## config.mk

```make
export PLATFORM = sky130hd
export DESIGN_NAME = rtc_unit
export DESIGN_NICKNAME = d
export VERILOG_FILES = /design/src/rtl/rtc_pkg.sv /design/src/rtl/rtc_ctrl.sv /design/src/rtl/rtc_datapath.sv /design/src/rtl/rtc_unit.sv
export SDC_FILE = /design/constraint.sdc
export NUM_CORES = 1
export LEC_CHECK = 0
export BUFFER_PORTS_ARGS = -buffer_cell sky130_fd_sc_hd__buf_4
export CAP_MARGIN = 30
export CORE_MARGIN = 5
export CORE_UTILIZATION = 44
export CTS_BUF_LIST = sky130_fd_sc_hd__clkbuf_4
export DETAILED_ROUTE_END_ITERATION = 12
export HOLD_SLACK_MARGIN = 0.08
export PLACE_DENSITY = 0.77
export SYNTH_ARGS = -nofsm -noshare
export SYNTH_HDL_FRONTEND = slang
export SYNTH_SLANG_ARGS = --single-unit
```

## constraint.sdc

```tcl
create_clock -name clk -period 1.2 [get_ports clk]
set_clock_uncertainty 0.15 [all_clocks]
set_input_delay 0.06 -clock clk [delete_from_list [all_inputs] [get_ports clk]]
set_output_delay 0.06 -clock clk [all_outputs]
set_load 0.03 [all_outputs]
```

## src/rtl/rtc_pkg.sv

```systemverilog
package rtc_pkg;

  typedef enum logic [1:0] {
    PH_DECODE = 2'd0,
    PH_READ   = 2'd1,
    PH_PROC   = 2'd2,
    PH_WRITE  = 2'd3
  } phase_e;

  // Strobes from control to datapath, one per micro-step.
  typedef struct packed {
    logic rdEn;
    logic latchRes;
    logic wrFile;
    logic wrW;
    logic wrFlags;
  } rtcStrobes_t;

endpackage

```

## src/rtl/rtc_ctrl.sv

```systemverilog
module rtc_ctrl
  import rtc_pkg::*;
#(
  parameter int INSTR_W = 16,
  parameter int DATA_W  = 8,
  parameter int OPC_W   = 6,
  parameter logic [OPC_W-1:0] OPCODE = 6'b001101,
  parameter logic [DATA_W-1:0] SPLIT = 8'h60
) (
  input  logic               clk,
  input  logic               rstN,
  input  logic [1:0]         phase,
  input  logic               instrValid,
  input  logic [INSTR_W-1:0] instrWord,
  input  logic               extEnable,
  output rtcStrobes_t        strobes,
  output logic               destFile,
  output logic               bankSel,
  output logic [DATA_W-1:0]  fieldAddr,
  output logic               indexedHit
);

  localparam int D_BIT = DATA_W + 1;
  localparam int A_BIT = DATA_W;

  logic              busy;
  logic              idxReg;
  logic              opMatch;
  logic              isIndexed;
  logic              runOp;
  logic [OPC_W-1:0]  opField;

  assign opField   = instrWord[INSTR_W-1 -: OPC_W];
  assign opMatch   = instrValid && (phase == PH_DECODE) && (opField == OPCODE);
  assign isIndexed = extEnable && !instrWord[A_BIT] && (instrWord[DATA_W-1:0] < SPLIT);

  always_ff @(posedge clk) begin
    if (!rstN) begin
      busy      <= 1'b0;
      idxReg    <= 1'b0;
      destFile  <= 1'b0;
      bankSel   <= 1'b0;
      fieldAddr <= '0;
    end else if (opMatch) begin
      busy      <= 1'b1;
      idxReg    <= isIndexed;
      destFile  <= instrWord[D_BIT];
      bankSel   <= instrWord[A_BIT];
      fieldAddr <= instrWord[DATA_W-1:0];
    end else if (phase == PH_WRITE) begin
      busy   <= 1'b0;
      idxReg <= 1'b0;
    end
  end

  assign runOp      = busy && !idxReg;
  assign indexedHit = busy && idxReg;

  always_comb begin
    strobes          = '0;
    strobes.rdEn     = runOp && (phase == PH_READ);
    strobes.latchRes = runOp && (phase == PH_PROC);
    strobes.wrFile   = runOp && (phase == PH_WRITE) && destFile;
    strobes.wrW      = runOp && (phase == PH_WRITE) && !destFile;
    strobes.wrFlags  = runOp && (phase == PH_WRITE);
  end

endmodule

```

## src/rtl/rtc_datapath.sv

```systemverilog
module rtc_datapath
  import rtc_pkg::*;
#(
  parameter int DATA_W = 8,
  parameter int ADDR_W = 12,
  parameter logic [DATA_W-1:0] SPLIT = 8'h60
) (
  input  logic                     clk,
  input  logic                     rstN,
  input  rtcStrobes_t              strobes,
  input  logic                     destFile,
  input  logic                     bankSel,
  input  logic [DATA_W-1:0]        fieldAddr,
  input  logic [ADDR_W-DATA_W-1:0] bsr,
  input  logic [DATA_W-1:0]        rfRdData,
  output logic [ADDR_W-1:0]        rfAddr,
  output logic                     rfRdEn,
  output logic                     rfWrEn,
  output logic [DATA_W-1:0]        rfWrData,
  output logic [DATA_W-1:0]        wOut,
  output logic                     carryOut,
  output logic                     negOut,
  output logic                     zeroOut
);

  localparam int BANK_W = ADDR_W - DATA_W;

  logic [DATA_W-1:0] opReg;
  logic [DATA_W-1:0] resReg;
  logic              carryNew;
  logic [DATA_W-1:0] rotNext;

  // Address: bank select, or the split access window.
  always_comb begin
    if (bankSel)
      rfAddr = {bsr, fieldAddr};
    else if (fieldAddr < SPLIT)
      rfAddr = {{BANK_W{1'b0}}, fieldAddr};
    else
      rfAddr = {{BANK_W{1'b1}}, fieldAddr};
  end

  // Rotate left by one through carry.
  assign rotNext[0] = carryOut;
  for (genvar i = 1; i < DATA_W; i++) begin : g_rot
    assign rotNext[i] = opReg[i-1];
  end

  always_ff @(posedge clk) begin
    if (!rstN) begin
      opReg    <= '0;
      resReg   <= '0;
      carryNew <= 1'b0;
      wOut     <= '0;
      carryOut <= 1'b0;
      negOut   <= 1'b0;
      zeroOut  <= 1'b0;
    end else begin
      if (strobes.rdEn)
        opReg <= rfRdData;
      if (strobes.latchRes) begin
        resReg   <= rotNext;
        carryNew <= opReg[DATA_W-1];
      end
      if (strobes.wrW)
        wOut <= resReg;
      if (strobes.wrFlags) begin
        carryOut <= carryNew;
        negOut   <= resReg[DATA_W-1];
        zeroOut  <= (resReg == '0);
      end
    end
  end

  assign rfRdEn   = strobes.rdEn;
  assign rfWrEn   = strobes.wrFile && destFile;
  assign rfWrData = resReg;

endmodule

```

## src/rtl/rtc_unit.sv

```systemverilog
module rtc_unit
  import rtc_pkg::*;
#(
  parameter int DATA_W = 8,
  parameter int ADDR_W = 12,
  parameter int INSTR_W = 16,
  parameter logic [DATA_W-1:0] SPLIT = 8'h60
) (
  input  logic                     clk,
  input  logic                     rstN,
  input  logic [1:0]               phase,
  input  logic                     instrValid,
  input  logic [INSTR_W-1:0]       instrWord,
  input  logic                     extEnable,
  input  logic [ADDR_W-DATA_W-1:0] bsr,
  input  logic [DATA_W-1:0]        rfRdData,
  output logic [ADDR_W-1:0]        rfAddr,
  output logic                     rfRdEn,
  output logic                     rfWrEn,
  output logic [DATA_W-1:0]        rfWrData,
  output logic [DATA_W-1:0]        wReg,
  output logic                     carryFlag,
  output logic                     negFlag,
  output logic                     zeroFlag,
  output logic                     indexedHit
);

  rtcStrobes_t       strobes;
  logic              destFile;
  logic              bankSel;
  logic [DATA_W-1:0] fieldAddr;

  rtc_ctrl #(
    .INSTR_W(INSTR_W),
    .DATA_W (DATA_W),
    .SPLIT  (SPLIT)
  ) u_ctrl (
    .clk       (clk),
    .rstN      (rstN),
    .phase     (phase),
    .instrValid(instrValid),
    .instrWord (instrWord),
    .extEnable (extEnable),
    .strobes   (strobes),
    .destFile  (destFile),
    .bankSel   (bankSel),
    .fieldAddr (fieldAddr),
    .indexedHit(indexedHit)
  );

  rtc_datapath #(
    .DATA_W(DATA_W),
    .ADDR_W(ADDR_W),
    .SPLIT (SPLIT)
  ) u_dp (
    .clk      (clk),
    .rstN     (rstN),
    .strobes  (strobes),
    .destFile (destFile),
    .bankSel  (bankSel),
    .fieldAddr(fieldAddr),
    .bsr      (bsr),
    .rfRdData (rfRdData),
    .rfAddr   (rfAddr),
    .rfRdEn   (rfRdEn),
    .rfWrEn   (rfWrEn),
    .rfWrData (rfWrData),
    .wOut     (wReg),
    .carryOut (carryFlag),
    .negOut   (negFlag),
    .zeroOut  (zeroFlag)
  );

endmodule

```

Word-level counts from Yosys, hierarchy flattened:

Cells that the tools add are included.

* flip-flop bits (word level): 40
* input port bits: 34
* output and inout port bits: 34
* word-level logic and storage cells: 41

* order comparisons: 2
* eq/ne operators: 4
* multiplexer cells: 5
* reductions and logical operators: 18

Operators by type and width (count)
* 12-bit two-way mux: 2
* 8-bit by 7-bit < comparator with 1-bit output, second input constant: 2
* 1-bit logical AND: 12
* 8-bit logical NOT: 1
* 6-bit by 4-bit equality test with 1-bit output, second input constant: 1
* 2-bit equality test, second input constant: 2
* 1-bit logical NOT: 3
* 1-bit two-way mux: 3
* 2-bit by 1-bit equality test with 1-bit output, second input constant: 1
* 2-bit logical NOT: 1
* 2-bit nonzero test: 1

Longest topological paths before layout:

* word-level depth: 5
* gate-level depth with buffers: 5
* gate-level depth less buffers: 4

Hierarchy:

A second synthesis with hierarchy kept.

* cells, all modules: 174
* area total of the unflattened synthesis: 1785.5 µm²

By module, submodules not included
* rtc_datapath: instances 1, cells each 111, area each 1201.2 µm², seq. area each 560.5 µm²
* rtc_ctrl: instances 1, cells each 63, area each 584.3 µm², seq. area each 240.2 µm²

Worst setup path before layout:

Ideal clock, no wire load.

* kind: register to output
* start point: reg u_ctrl.idxReg
* end point: out rfWrEn
* arrival time: 1.229 ns
* required time: 0.990 ns
* slack: -0.239 ns
* cell stages (with the launch flop): 4
* buffers on the path: 1
* path through: dfxtp_1 -> nand4b_2 -> clkbuf_1 -> nor2_1

* word-level cells in the longest chain between the ends: 5

Ends and longest elaborated chain
* start: declaration: line rtc_ctrl.sv:27 `logic idxReg;`
* start signal: assignment: line rtc_ctrl.sv:46 `idxReg <= isIndexed;`
* 1-bit logical NOT: line rtc_ctrl.sv:56 `assign runOp = busy && !idxReg;`
* 1-bit logical AND: line rtc_ctrl.sv:56
* 1-bit logical AND (2 in series): line rtc_ctrl.sv:63 `strobes.wrFile = runOp && (phase == PH_WRITE) && destFile;`
* 1-bit logical AND: line rtc_datapath.sv:76 `assign rfWrEn = strobes.wrFile && destFile;`
* end: declaration: line rtc_unit.sv:19 `output logic rfWrEn,`

No other way between the ends.

Worst setup path in the final report:

* start point: reg u_ctrl.idxReg
* end point: reg u_dp.opReg[1]

* word-level cells in the longest chain between the ends: 3

Ends and longest elaborated chain
* 1-bit logical NOT: line rtc_ctrl.sv:56
* 1-bit logical AND: line rtc_ctrl.sv:56
* 1-bit logical AND: line rtc_ctrl.sv:61 `strobes.rdEn = runOp && (phase == PH_READ);`
* end signal: assignment: line rtc_datapath.sv:60 `opReg <= rfRdData;`
* end: declaration: line rtc_datapath.sv:28 `logic [DATA_W-1:0] opReg;`

No other way between the ends.
A chain may end at the register's enable or synchronous reset.

==> run summary <==
Worst path slowest cell -> dfxtp_2
register area -> 822 sq um
WP data required -> 1.32 ns
DRC Markers -> 0
placed cell areas -> 2420 sq um
Hold Path Cell Cnt -> 4
actual slew at the worst max-slew pin -> 0.368 ns
critical path cell sequence -> nand2b_4 > nor3b_2 > buf_6 > buf_8 > mux2i_1 > nor2b_1
most common library cells after synthesis -> nand2_1 (42), dfxtp_1 (40), o21ai_1 (19)
Distinct cells, synth -> 26
CP Data Arrival Time -> 1.69 ns
post-synthesis sequential area ratio -> 0.484
Worst Path Class, Setup -> reg2reg
f_max -> 0.635 GHz
synth warn -> 0
#FFs+latches synth -> 40
initial drt markers -> 173
First-pass DRT Iterations -> 4
dominant cell type by area after synthesis -> dfxtp_1
Mapped Cells -> 191
I/O Buffers -> 67
VDD IR max -> 0.788 mV
fraction of layout cells with a size suffix above 1 -> 0.509
Worst Slack Setup Final -> -0.374 ns
failing checks -> negative setup slack
startpoint types -> flip-flop
final instance area -> 3130 sq um
total wire length -> 6630 um
Root Buffer -> clkbuf_4
Final HPWL DP -> 3330 um
Multi-input gate area -> 981 sq um
Crit. Startpoint -> u_ctrl.idxReg
CP Max Fanout -> 7
antenna fix cells -> 0
Worst-path clk slew -> 0.14 ns
Leak Pwr -> 1.37 nW
core area -> 3660 sq um
Worst Path Buf+Inv -> 2
die height -> 71.3 um
post-route ant nets -> 0
Post-synth ARST share -> 0
Hold Buf Count CTS -> 25
number of flops mapped to enable cells by yosys -> 0
area share of the largest cell type after synthesis -> 0.484
CP Capture Type -> flip-flop
nets -> 349
CP peak stage delay -> 0.36 ns
DR vias -> 1943
CTS tree -> yes
first-pass GRT wire length -> 8770 um
All-Layer GR Usage -> 0.219
clock share of power -> 0.368
max_cap viols -> 0
slew margin rel. -> 0.752
layout overhead on the synthesized area -> 89.0%
Avg Inst Size Synth -> 8.66 sq um
Worst R2R Path Depth -> 6
GPL Wtd Cong -> 0.798
CTS Sinks -> 40
pin count of the biggest net entering global routing -> 23
die area -> 5090 sq um
Hold Violations, Final -> 0
# IOs -> 68
Tmin final -> 1.57 ns
total CTS buffers -> 5
outcome -> finished with violations
Critical R2R Capture -> u_dp.opReg[1]
sw frac -> 0.232
routed len/inst -> 18.2 um
Int Pwr -> 1.93 mW
flop2flop setup slack -> -0.37 ns
worst r2r src -> u_ctrl.idxReg
clock buffer depth -> 2
syn nets -> 225
pwr dens -> 803 nW/um^2
Clk Latency, worst-skew pair -> 0.36 ns
vias per inst -> 5.34
number of global-route vias before repair -> 1885
Power Total -> 2.51 mW
Starting Density -> 0.452
most common cell in the netlist -> nand2_1
Stages on worst setup path -> 6
Comb pwr share -> 0.101
final setup fails -> 35
Die Width -> 71.3 um
H-tree levels -> 2
critical path endpoint -> u_dp.opReg[1]
WHS -> 0.0518 ns
final period utilization -> 1.31
Area contributors post-synth -> dfxtp_1 (48%), nand2_1 (9.5%), a21boi_1 (7.7%)
fillers -> 183
row count -> 22
NetSw -> 0.583 mW
Setup WS pre-CTS -> -0.226 ns
Slew Viols, Final -> 0
initial antenna violation count -> 0
grt total ovfl -> 0
ys flop type -> dfxtp_1
RSZ-0062 raised after global routing -> true
Hold Crit Class -> in2reg
post-layout util -> 0.854
Seq pwr share -> 0.531
crit-path leading delay family -> simple AND/OR/NAND/NOR gates
Post-Syn Area -> 1650 sq um
==> cell type report <==
cell class,instances,share of cell area
Multi-Input combinational cell,136,0.314
Inverter,5,0.00600
Clock inverter,3,0.0136
Clock buffer,5,0.0120
Timing Repair Buffer,127,0.372
Sequential cell,40,0.263
Tap cell,48,0.0192
==> stage by stage <==
step           TNS, ns  std cells
2_1_floorplan    -2.33        191
3_3_place_gp     -4.45        317
3_5_place_dp     -5.55        317
4_1_cts          -6.39        356
5_1_grt          -9.29        364
6_report         -7.58        364
==> tightest hold or removal path: stages <==
cell      delay (ns)
buf_4           0.14
or3b_4          0.18
nand2_2         0.06
a21boi_2        0.10
==> sequential cells by signal, indices dropped and copies added, names as in the netlist <==
signal and flops:
u_ctrl.idxReg 1, u_dp.negOut 1, u_dp.rfWrData 8, u_dp.opReg 8, u_ctrl.destFile 1, u_dp.carryOut 1, u_ctrl.busy 1, u_dp.wOut 8
u_ctrl.bankSel 1, u_dp.zeroOut 1, u_ctrl.fieldAddr 8, u_dp.carryNew 1
==> layout by cell type, fill, tap and decap left out, drive strengths merged <==
| cell type | count |
|---|---|
| dlygate4sd3 | 25 |
| inv | 5 |
| and2 | 2 |
| bufinv | 1 |
| nor2 | 4 |
| clkbuf | 5 |
| o21ai | 20 |
| buf | 102 |
| nand4b | 1 |
| nand2b | 1 |
| nand4 | 2 |
| clkinv | 2 |
| nand2 | 42 |
| dfxtp | 40 |
| a211oi | 1 |
| nor4 | 2 |
| and4bb | 2 |
| nor3b | 2 |
| a21boi | 17 |
| nand3 | 10 |
| o21a | 1 |
| a21oi | 5 |
| or3b | 2 |
| nor2b | 11 |
| mux2i | 11 |
==> power groups by stage <==
stage	Combinational [mW]	Sequential, mW	Clock [mW]
finish	0.255	1.33	0.924
global route	0.269	1.33	0.991
CTS	0.235	1.33	0.890
detailed placement	0.166	1.36	0
global placement	0.162	1.36	0
floorplan	0.0558	1.36	0
==> kinds of logic (layout without fill, tap and decap cells) <==
kind of cell | count (synthesis) | count (layout) | share of synthesized area
compound gates | 44 | 44 | 0.162
buf+inv | 16 | 140 | 0.0416
flops | 40 | 40 | 0.484
mux | 11 | 11 | 0.0666
simple gates | 80 | 81 | 0.246
==> what timing repair did <==
action | CTS | global route
endpoints found under the hold margin | 31 | 4
pin swaps | 5 | 22
resized for setup | 25 | 58
setup endpoints to repair | 36 | 49
buffers inserted | 6 | 7
cloned | 0 | 2
==> metal layers <==
layer,share of wire,wire [um],vias up,GRT usage
met4,0.043,286,0,0.125
met1,0.37,2470,929,0.247
met3,0.058,385,26,0.0421
met2,0.53,3490,88,0.383
met5,0,0,-,0
li1,-,-,900,-
==> worst min-delay path by stage <==
stage / start / end / slack, ns
after global placement: instrWord[0] / u_ctrl.fieldAddr[0] / 0.13
after global routing: phase[0] / u_dp.rfWrData[6] / 0.06
after detailed placement: instrWord[1] / u_ctrl.fieldAddr[1] / 0.14
after floorplan: phase[1] / u_ctrl.idxReg / 0.03
after CTS: phase[1] / u_dp.wOut[1] / 0.11
final: phase[0] / u_dp.rfWrData[6] / 0.05
Note: power is estimated with default switching activity, not from simulation.
